**config.mk**
```make
export PLATFORM = sky130hd
export DESIGN_NAME = muldiv_unit
export DESIGN_NICKNAME = d
export VERILOG_FILES = /design/src/rtl/muldiv_pkg.sv /design/src/rtl/md_mul_path.sv /design/src/rtl/md_div_seq.sv /design/src/rtl/muldiv_unit.sv
export SDC_FILE = /design/constraint.sdc
export NUM_CORES = 2
export LEC_CHECK = 0
export BUFFER_PORTS_ARGS = -buffer_cell sky130_fd_sc_hd__buf_2
export CORE_ASPECT_RATIO = 0.7
export CORE_MARGIN = 3
export CORE_UTILIZATION = 55
export DETAILED_ROUTE_END_ITERATION = 8
export PLACE_DENSITY = 0.72
export RECOVER_POWER = 50
export SLEW_MARGIN = 20
export SYNTH_ARGS = -nofsm -noshare
export SYNTH_HDL_FRONTEND = slang
export SYNTH_SLANG_ARGS = --single-unit
```
**constraint.sdc**
```tcl
create_clock -name clk -period 6.7 [get_ports clk]
set_input_delay 0.67 -clock clk [delete_from_list [all_inputs] [get_ports clk]]
set_output_delay 0.67 -clock clk [all_outputs]
set_load 0.02 [all_outputs]
```
**src/rtl/muldiv_pkg.sv**
```systemverilog
package muldiv_pkg;
  typedef enum logic [2:0] {
    OP_MSTEP = 3'd0,
    OP_UMUL  = 3'd1,
    OP_SMUL  = 3'd2,
    OP_UDIV  = 3'd3,
    OP_SDIV  = 3'd4
  } md_op_e;

  typedef struct packed {
    logic n;
    logic z;
    logic v;
    logic c;
  } ccode_t;
endpackage

```
**src/rtl/md_mul_path.sv**
```systemverilog
module md_mul_path
  import muldiv_pkg::*;
#(
  parameter int DW = 32
) (
  input  logic          sgn,
  input  logic          step,
  input  logic [DW-1:0] a,
  input  logic [DW-1:0] b,
  input  logic [DW-1:0] y_in,
  input  logic          n_in,
  input  logic          v_in,
  output logic [DW-1:0] res,
  output logic [DW-1:0] y_new,
  output ccode_t        cc
);
  localparam int PW = 2 * DW;

  logic [PW-1:0] ax, bx, prod;
  logic [DW-1:0] shifted, addend;
  logic [DW:0]   sum;

  always_comb begin
    ax   = {{DW{sgn & a[DW-1]}}, a};
    bx   = {{DW{sgn & b[DW-1]}}, b};
    prod = ax * bx;

    shifted = {n_in ^ v_in, a[DW-1:1]};
    addend  = y_in[0] ? b : '0;
    sum     = {1'b0, shifted} + {1'b0, addend};

    if (step) begin
      res   = sum[DW-1:0];
      y_new = {a[0], y_in[DW-1:1]};
      cc.n  = sum[DW-1];
      cc.z  = ~|sum[DW-1:0];
      cc.c  = sum[DW];
      cc.v  = ~(shifted[DW-1] ^ addend[DW-1]) & (shifted[DW-1] ^ sum[DW-1]);
    end else begin
      res   = prod[DW-1:0];
      y_new = prod[PW-1:DW];
      cc.n  = prod[DW-1];
      cc.z  = ~|prod[DW-1:0];
      cc.c  = 1'b0;
      cc.v  = 1'b0;
    end
  end
endmodule

```
**src/rtl/md_div_seq.sv**
```systemverilog
module md_div_seq #(
  parameter int DW = 32
) (
  input  logic          clk,
  input  logic          rst_n,
  input  logic          go,
  input  logic          sgn,
  input  logic [DW-1:0] hi,
  input  logic [DW-1:0] lo,
  input  logic [DW-1:0] dsr,
  output logic          busy,
  output logic          fin,
  output logic [DW-1:0] quot,
  output logic          sat
);
  localparam int          CW   = $clog2(DW);
  localparam int          PW   = 2 * DW;
  localparam logic [CW-1:0] LAST = CW'(DW - 1);
  localparam logic [DW-1:0] MAXP = {1'b0, {(DW-1){1'b1}}};
  localparam logic [DW-1:0] MINN = {1'b1, {(DW-1){1'b0}}};
  localparam logic [DW-1:0] ONES = '1;

  logic          busy_q, busy_d;
  logic [CW-1:0] cnt_q, cnt_d;
  logic [DW-1:0] rem_q, rem_d, quo_q, quo_d, dsr_q, dsr_d;
  logic          negq_q, negq_d, sgn_q, sgn_d, pre_q, pre_d;
  logic          en;

  logic [PW-1:0] dvd, dmag;
  logic [DW-1:0] bmag, rem_sub;
  logic [DW:0]   trial;
  logic          ge, qovf;

  always_comb begin
    busy_d = busy_q;
    cnt_d  = cnt_q;
    rem_d  = rem_q;
    quo_d  = quo_q;
    dsr_d  = dsr_q;
    negq_d = negq_q;
    sgn_d  = sgn_q;
    pre_d  = pre_q;
    fin    = 1'b0;
    quot   = '0;
    sat    = 1'b0;
    qovf   = 1'b0;

    dvd   = {hi, lo};
    dmag  = (sgn & hi[DW-1]) ? -dvd : dvd;
    bmag  = (sgn & dsr[DW-1]) ? -dsr : dsr;

    trial   = {rem_q, quo_q[DW-1]};
    ge      = trial >= {1'b0, dsr_q};
    rem_sub = DW'(trial - {1'b0, dsr_q});

    if (go) begin
      busy_d = 1'b1;
      cnt_d  = '0;
      rem_d  = dmag[PW-1:DW];
      quo_d  = dmag[DW-1:0];
      dsr_d  = bmag;
      sgn_d  = sgn;
      negq_d = sgn & (hi[DW-1] ^ dsr[DW-1]);
      pre_d  = dmag[PW-1:DW] >= bmag;
    end else if (busy_q) begin
      rem_d = ge ? rem_sub : trial[DW-1:0];
      quo_d = {quo_q[DW-2:0], ge};
      cnt_d = cnt_q + CW'(1);
      if (cnt_q == LAST) begin
        busy_d = 1'b0;
        fin    = 1'b1;
        if (sgn_q) begin
          qovf = pre_q | (negq_q ? (quo_d > MINN) : (quo_d > MAXP));
          sat  = qovf;
          if (qovf) quot = negq_q ? MINN : MAXP;
          else      quot = negq_q ? -quo_d : quo_d;
        end else begin
          sat  = pre_q;
          quot = pre_q ? ONES : quo_d;
        end
      end
    end
  end

  assign en   = go | busy_q;
  assign busy = busy_q;

  always_ff @(posedge clk or negedge rst_n) begin
    if (!rst_n) begin
      busy_q <= 1'b0;
      cnt_q  <= '0;
      rem_q  <= '0;
      quo_q  <= '0;
      dsr_q  <= '0;
      negq_q <= 1'b0;
      sgn_q  <= 1'b0;
      pre_q  <= 1'b0;
    end else if (en) begin
      busy_q <= busy_d;
      cnt_q  <= cnt_d;
      rem_q  <= rem_d;
      quo_q  <= quo_d;
      dsr_q  <= dsr_d;
      negq_q <= negq_d;
      sgn_q  <= sgn_d;
      pre_q  <= pre_d;
    end
  end
endmodule

```
**src/rtl/muldiv_unit.sv**
```systemverilog
module muldiv_unit
  import muldiv_pkg::*;
#(
  parameter int DW = 32
) (
  input  logic          clk,
  input  logic          rst_n,
  input  logic          start,
  input  logic [2:0]    op,
  input  logic [DW-1:0] opa,
  input  logic [DW-1:0] opb,
  input  logic [DW-1:0] y_in,
  input  logic          n_in,
  input  logic          v_in,
  output logic [DW-1:0] result,
  output logic [DW-1:0] y_out,
  output logic [3:0]    nzvc,
  output logic          done,
  output logic          busy,
  output logic          div_zero
);
  logic [1:0] rsync_q;
  logic       rst_sync_n;

  always_ff @(posedge clk or negedge rst_n) begin
    if (!rst_n) rsync_q <= 2'b00;
    else        rsync_q <= {rsync_q[0], 1'b1};
  end
  assign rst_sync_n = rsync_q[1];

  logic          is_mul, is_div, acc, mul_acc, div_go, dz_hit;
  logic          d_busy, d_fin, d_sat;
  logic [DW-1:0] d_quot, m_res, m_y;
  ccode_t        m_cc;

  assign is_mul  = (op == OP_MSTEP) | (op == OP_UMUL) | (op == OP_SMUL);
  assign is_div  = (op == OP_UDIV) | (op == OP_SDIV);
  assign acc     = start & ~d_busy;
  assign mul_acc = acc & is_mul;
  assign dz_hit  = acc & is_div & ~|opb;
  assign div_go  = acc & is_div & |opb;

  md_mul_path #(.DW(DW)) u_mul (
    .sgn   (op == OP_SMUL),
    .step  (op == OP_MSTEP),
    .a     (opa),
    .b     (opb),
    .y_in  (y_in),
    .n_in  (n_in),
    .v_in  (v_in),
    .res   (m_res),
    .y_new (m_y),
    .cc    (m_cc)
  );

  md_div_seq #(.DW(DW)) u_div (
    .clk   (clk),
    .rst_n (rst_sync_n),
    .go    (div_go),
    .sgn   (op == OP_SDIV),
    .hi    (y_in),
    .lo    (opa),
    .dsr   (opb),
    .busy  (d_busy),
    .fin   (d_fin),
    .quot  (d_quot),
    .sat   (d_sat)
  );

  logic [DW-1:0] res_q, res_d, y_q, y_d;
  ccode_t        cc_q, cc_d;
  logic          done_q, done_d, dz_q, dz_d, upd;

  always_comb begin
    res_d  = res_q;
    y_d    = y_q;
    cc_d   = cc_q;
    done_d = 1'b0;
    dz_d   = 1'b0;
    upd    = 1'b0;
    if (mul_acc) begin
      res_d  = m_res;
      y_d    = m_y;
      cc_d   = m_cc;
      done_d = 1'b1;
      upd    = 1'b1;
    end else if (dz_hit) begin
      done_d = 1'b1;
      dz_d   = 1'b1;
    end else if (d_fin) begin
      res_d  = d_quot;
      cc_d.n = d_quot[DW-1];
      cc_d.z = ~|d_quot;
      cc_d.v = d_sat;
      cc_d.c = 1'b0;
      done_d = 1'b1;
      upd    = 1'b1;
    end
  end

  always_ff @(posedge clk or negedge rst_sync_n) begin
    if (!rst_sync_n) begin
      res_q  <= '0;
      y_q    <= '0;
      cc_q   <= '0;
      done_q <= 1'b0;
      dz_q   <= 1'b0;
    end else begin
      done_q <= done_d;
      dz_q   <= dz_d;
      if (upd) begin
        res_q <= res_d;
        y_q   <= y_d;
        cc_q  <= cc_d;
      end
    end
  end

  assign result   = res_q;
  assign y_out    = y_q;
  assign nzvc     = cc_q;
  assign done     = done_q;
  assign busy     = d_busy;
  assign div_zero = dz_q;
endmodule

```
==> impl_metrics.yaml <==
run_status:
  outcome: "finished, violations left"
  failed_checks: "max-capacitance violations, max-slew violations, negative setup slack"
synthesis:
  synth-edff-count: 0
  mappedNetlistArea_um2: 53600
  post_synth.cell_area_avg_um2: 8.58
  ys_seq_area_share_pct: 8.21
  synth_ff_type: "dfrtp_1"
  ys_seq_elements: 176
  yosys_warnings: 0
  synthCells: 6248
  async_reset_ff_share_pct: 100
  synth_cell_types: 81
  synth.net_count: 7792
route:
  routedWlPerCell_um: 23.2
  num_vias: 47100
  vias_per_cell: 5.80
  antenna_left: 0
  dr.first_iter.drc_count: 4814
  dr.pass1.iters: 9
  routed_wl_mm: 189
  route.detailed.drc: 0
global_route:
  grt_use_total_pct: 37.9
  grt_max_degree: 137
  antenna_found_initial: 17
  grt_pass1_vias: 49300
  globalRoute.totalOverflow: 0
  grt_pass1_wl_mm: 291
cts:
  clock_latency_ns: 0.52
  cts_buffers: 25
  cts_sinks: 176
  cts_tree: "done"
  cts_buffer_depth: 3
  root_buffer: "clkbuf_16"
  path_clk_slew_ns: 0.08
  cts.htree.levels: 4
finish:
  final_common_cell: "inv_1"
  final_cell_mix: "1227 x inv_1, 1083 x fa_1, 893 x nand2_1, 643 x buf_4, 379 x and2_1"
  syn_to_final_growth_pct: 20.2
  drive_above_1_share_pct: 19.8
  nets: 8377
  fin_area_um2: 64500
sta:
  relSlewSlack_pct: -150
  hold_viol: 0
  fin_worst_skew_ns: 0.0360
  min_period_over_period_pct: 120
  fmax_mhz: 125
  min_period_ns: 8.02
  tightest_slew_ns: 3.76
  setup_viol: 47
  setup_tns_ns: -38.69
  worst_slack_ns: -1.32
  rsz0062_at_grt: "yes"
  maxSlewViolCount: 177
floorplanning:
  dieWidth_um: 379
  initial_utilization_pct: 55.7
  die_area_um2: 101000
  die_h_um: 267
  rows: 95
  pin_count: 175
  core_area_um2: 96300
place:
  pre_cts_ws_ns: -2.06
  place_congestion: 1.04
  post-dp-hpwl_mm: 155
  placed_area_um2: 61400
  port_buffers: 174
setup_path:
  end_kind: "flip-flop"
  critPathKind: "input pin to flip-flop"
  max_stage_delay_ns: 0.63
  cp_common_cell: "fa_1"
  cp_max_fo: 4
  crit_slowest_cell: "fa_1"
  cp_data_arrival_time_ns: 8.46
  start_kind: "input pin"
  required_ns: 7.15
flow_run:
  cap_violations: 2
worst_hold_path:
  hp-class: "flip-flop to flip-flop"
worst max-delay path, delay by kind of cell:
kind | cells | cell delay (ns)
XOR/XNOR | 1 | 0.24
AND/OR/NAND/NOR | 4 | 0.54
adder cells (fa/ha/maj) | 9 | 4.40
buffers and inverters | 10 | 1.22
AO/OA/AOI/OAI | 7 | 1.38
worst paths after layout:
| path | from | to | slack [ns] | cells past startpoint |
|---|---|---|---|---|
| hold / removal | rsync_q[0] | rsync_q[1] | 0.36 | 0 |
| hold reg to reg | rsync_q[0] | rsync_q[1] | 0.36 | 0 |
| min in group asynchronous | rst_n | rsync_q[0] | 0.45 | 2 |
| setup reg to reg | u_div.dsr_q[1] | nzvc[2] | 0.41 | 28 |
| setup / recovery | op[0] | y_out[27] | -1.32 | 31 |
| max in group asynchronous | rsync_q[1] | u_div.busy | 1.29 | 1 |
per-stage QoR:
step	util (%)	hold slack [ns]	instances
3_3_place_gp	63.8	0.328	8002
2_1_floorplan	-	0.331	6248
6_report	66.9	0.357	8115
4_1_cts	66.3	0.339	8085
5_1_grt	66.9	0.368	8112
3_5_place_dp	63.8	0.334	8002
sequential cells by signal (all words and copies together), names as in the netlist:
register	cells
u_div.dsr_q	32
u_div.rem_q	32
u_div.quo_q	32
done	1
u_div.sgn_q	1
rsync_q	2
u_div.cnt_q	5
u_div.pre_q	1
nzvc	3
u_div.negq_q	1
div_zero	1
u_div.busy	1
y_out	32
result	32
cell type report:
| type | count | area, µm² |
|---|---|---|
| antenna | 15 | 37.5 |
| clock buffer | 29 | 671 |
| clock inverter | 4 | 27.5 |
| fill | 7702 | 31800 |
| inverter | 1282 | 4830 |
| multi-input combinational | 4406 | 44900 |
| sequential | 176 | 4410 |
| tap | 1261 | 1580 |
| timing repair buffer | 942 | 8020 |
cell usage after synthesis, drive strengths merged, types with 26 or more instances:
cell,count,area [µm²]
a31oi,33,206
clkbuf,304,1140
nand2,921,3460
a211oi,29,218
xor2,94,823
ha,313,3920
a21oi,212,1060
fa,1127,22600
o31ai,28,210
nor3,55,287
o21ai,238,1190
nor4,26,203
xnor2,129,1130
a22oi,34,255
buf,80,367
nor2,204,773
inv,1282,4810
o211ai,29,218
and3,36,225
dfrtp,176,4400
nand3,58,290
and2,396,2480
a21o,68,510
or3,36,225
o22ai,39,244
timing repair:
action | in CTS | in global routing
endpoints found under the setup margin | 49 | 51
pin swaps | 169 | 103
cloned | 5 | 3
setup buffers | 53 | 19
hold endpoints to repair | 2 | 0
resized for setup | 294 | 118
hold buffers | 1 | 0
logic make-up after synthesis:
logic type	after synthesis	synth area share, %
compound gates	877	10.4
xor+xnor	223	3.64
fa+ha+maj	1440	49.4
buf+inv	1666	11.8
flops	176	8.21
mux	10	0.191
other cells	1	0.00699
simple gates	1855	16.4
metal layers:
metal  part of all wire [%]  vias up  track usage [%]
li1                       -    20400                -
met4                    5.9        4             16.9
met3                     11      511             9.76
met2                     43     2604             57.1
met1                     39    23600             52.0
met5                  0.013        -                0
Power is not shown: default switching activity piles up to over one toggle a cycle in this logic, so the estimate is an artifact.
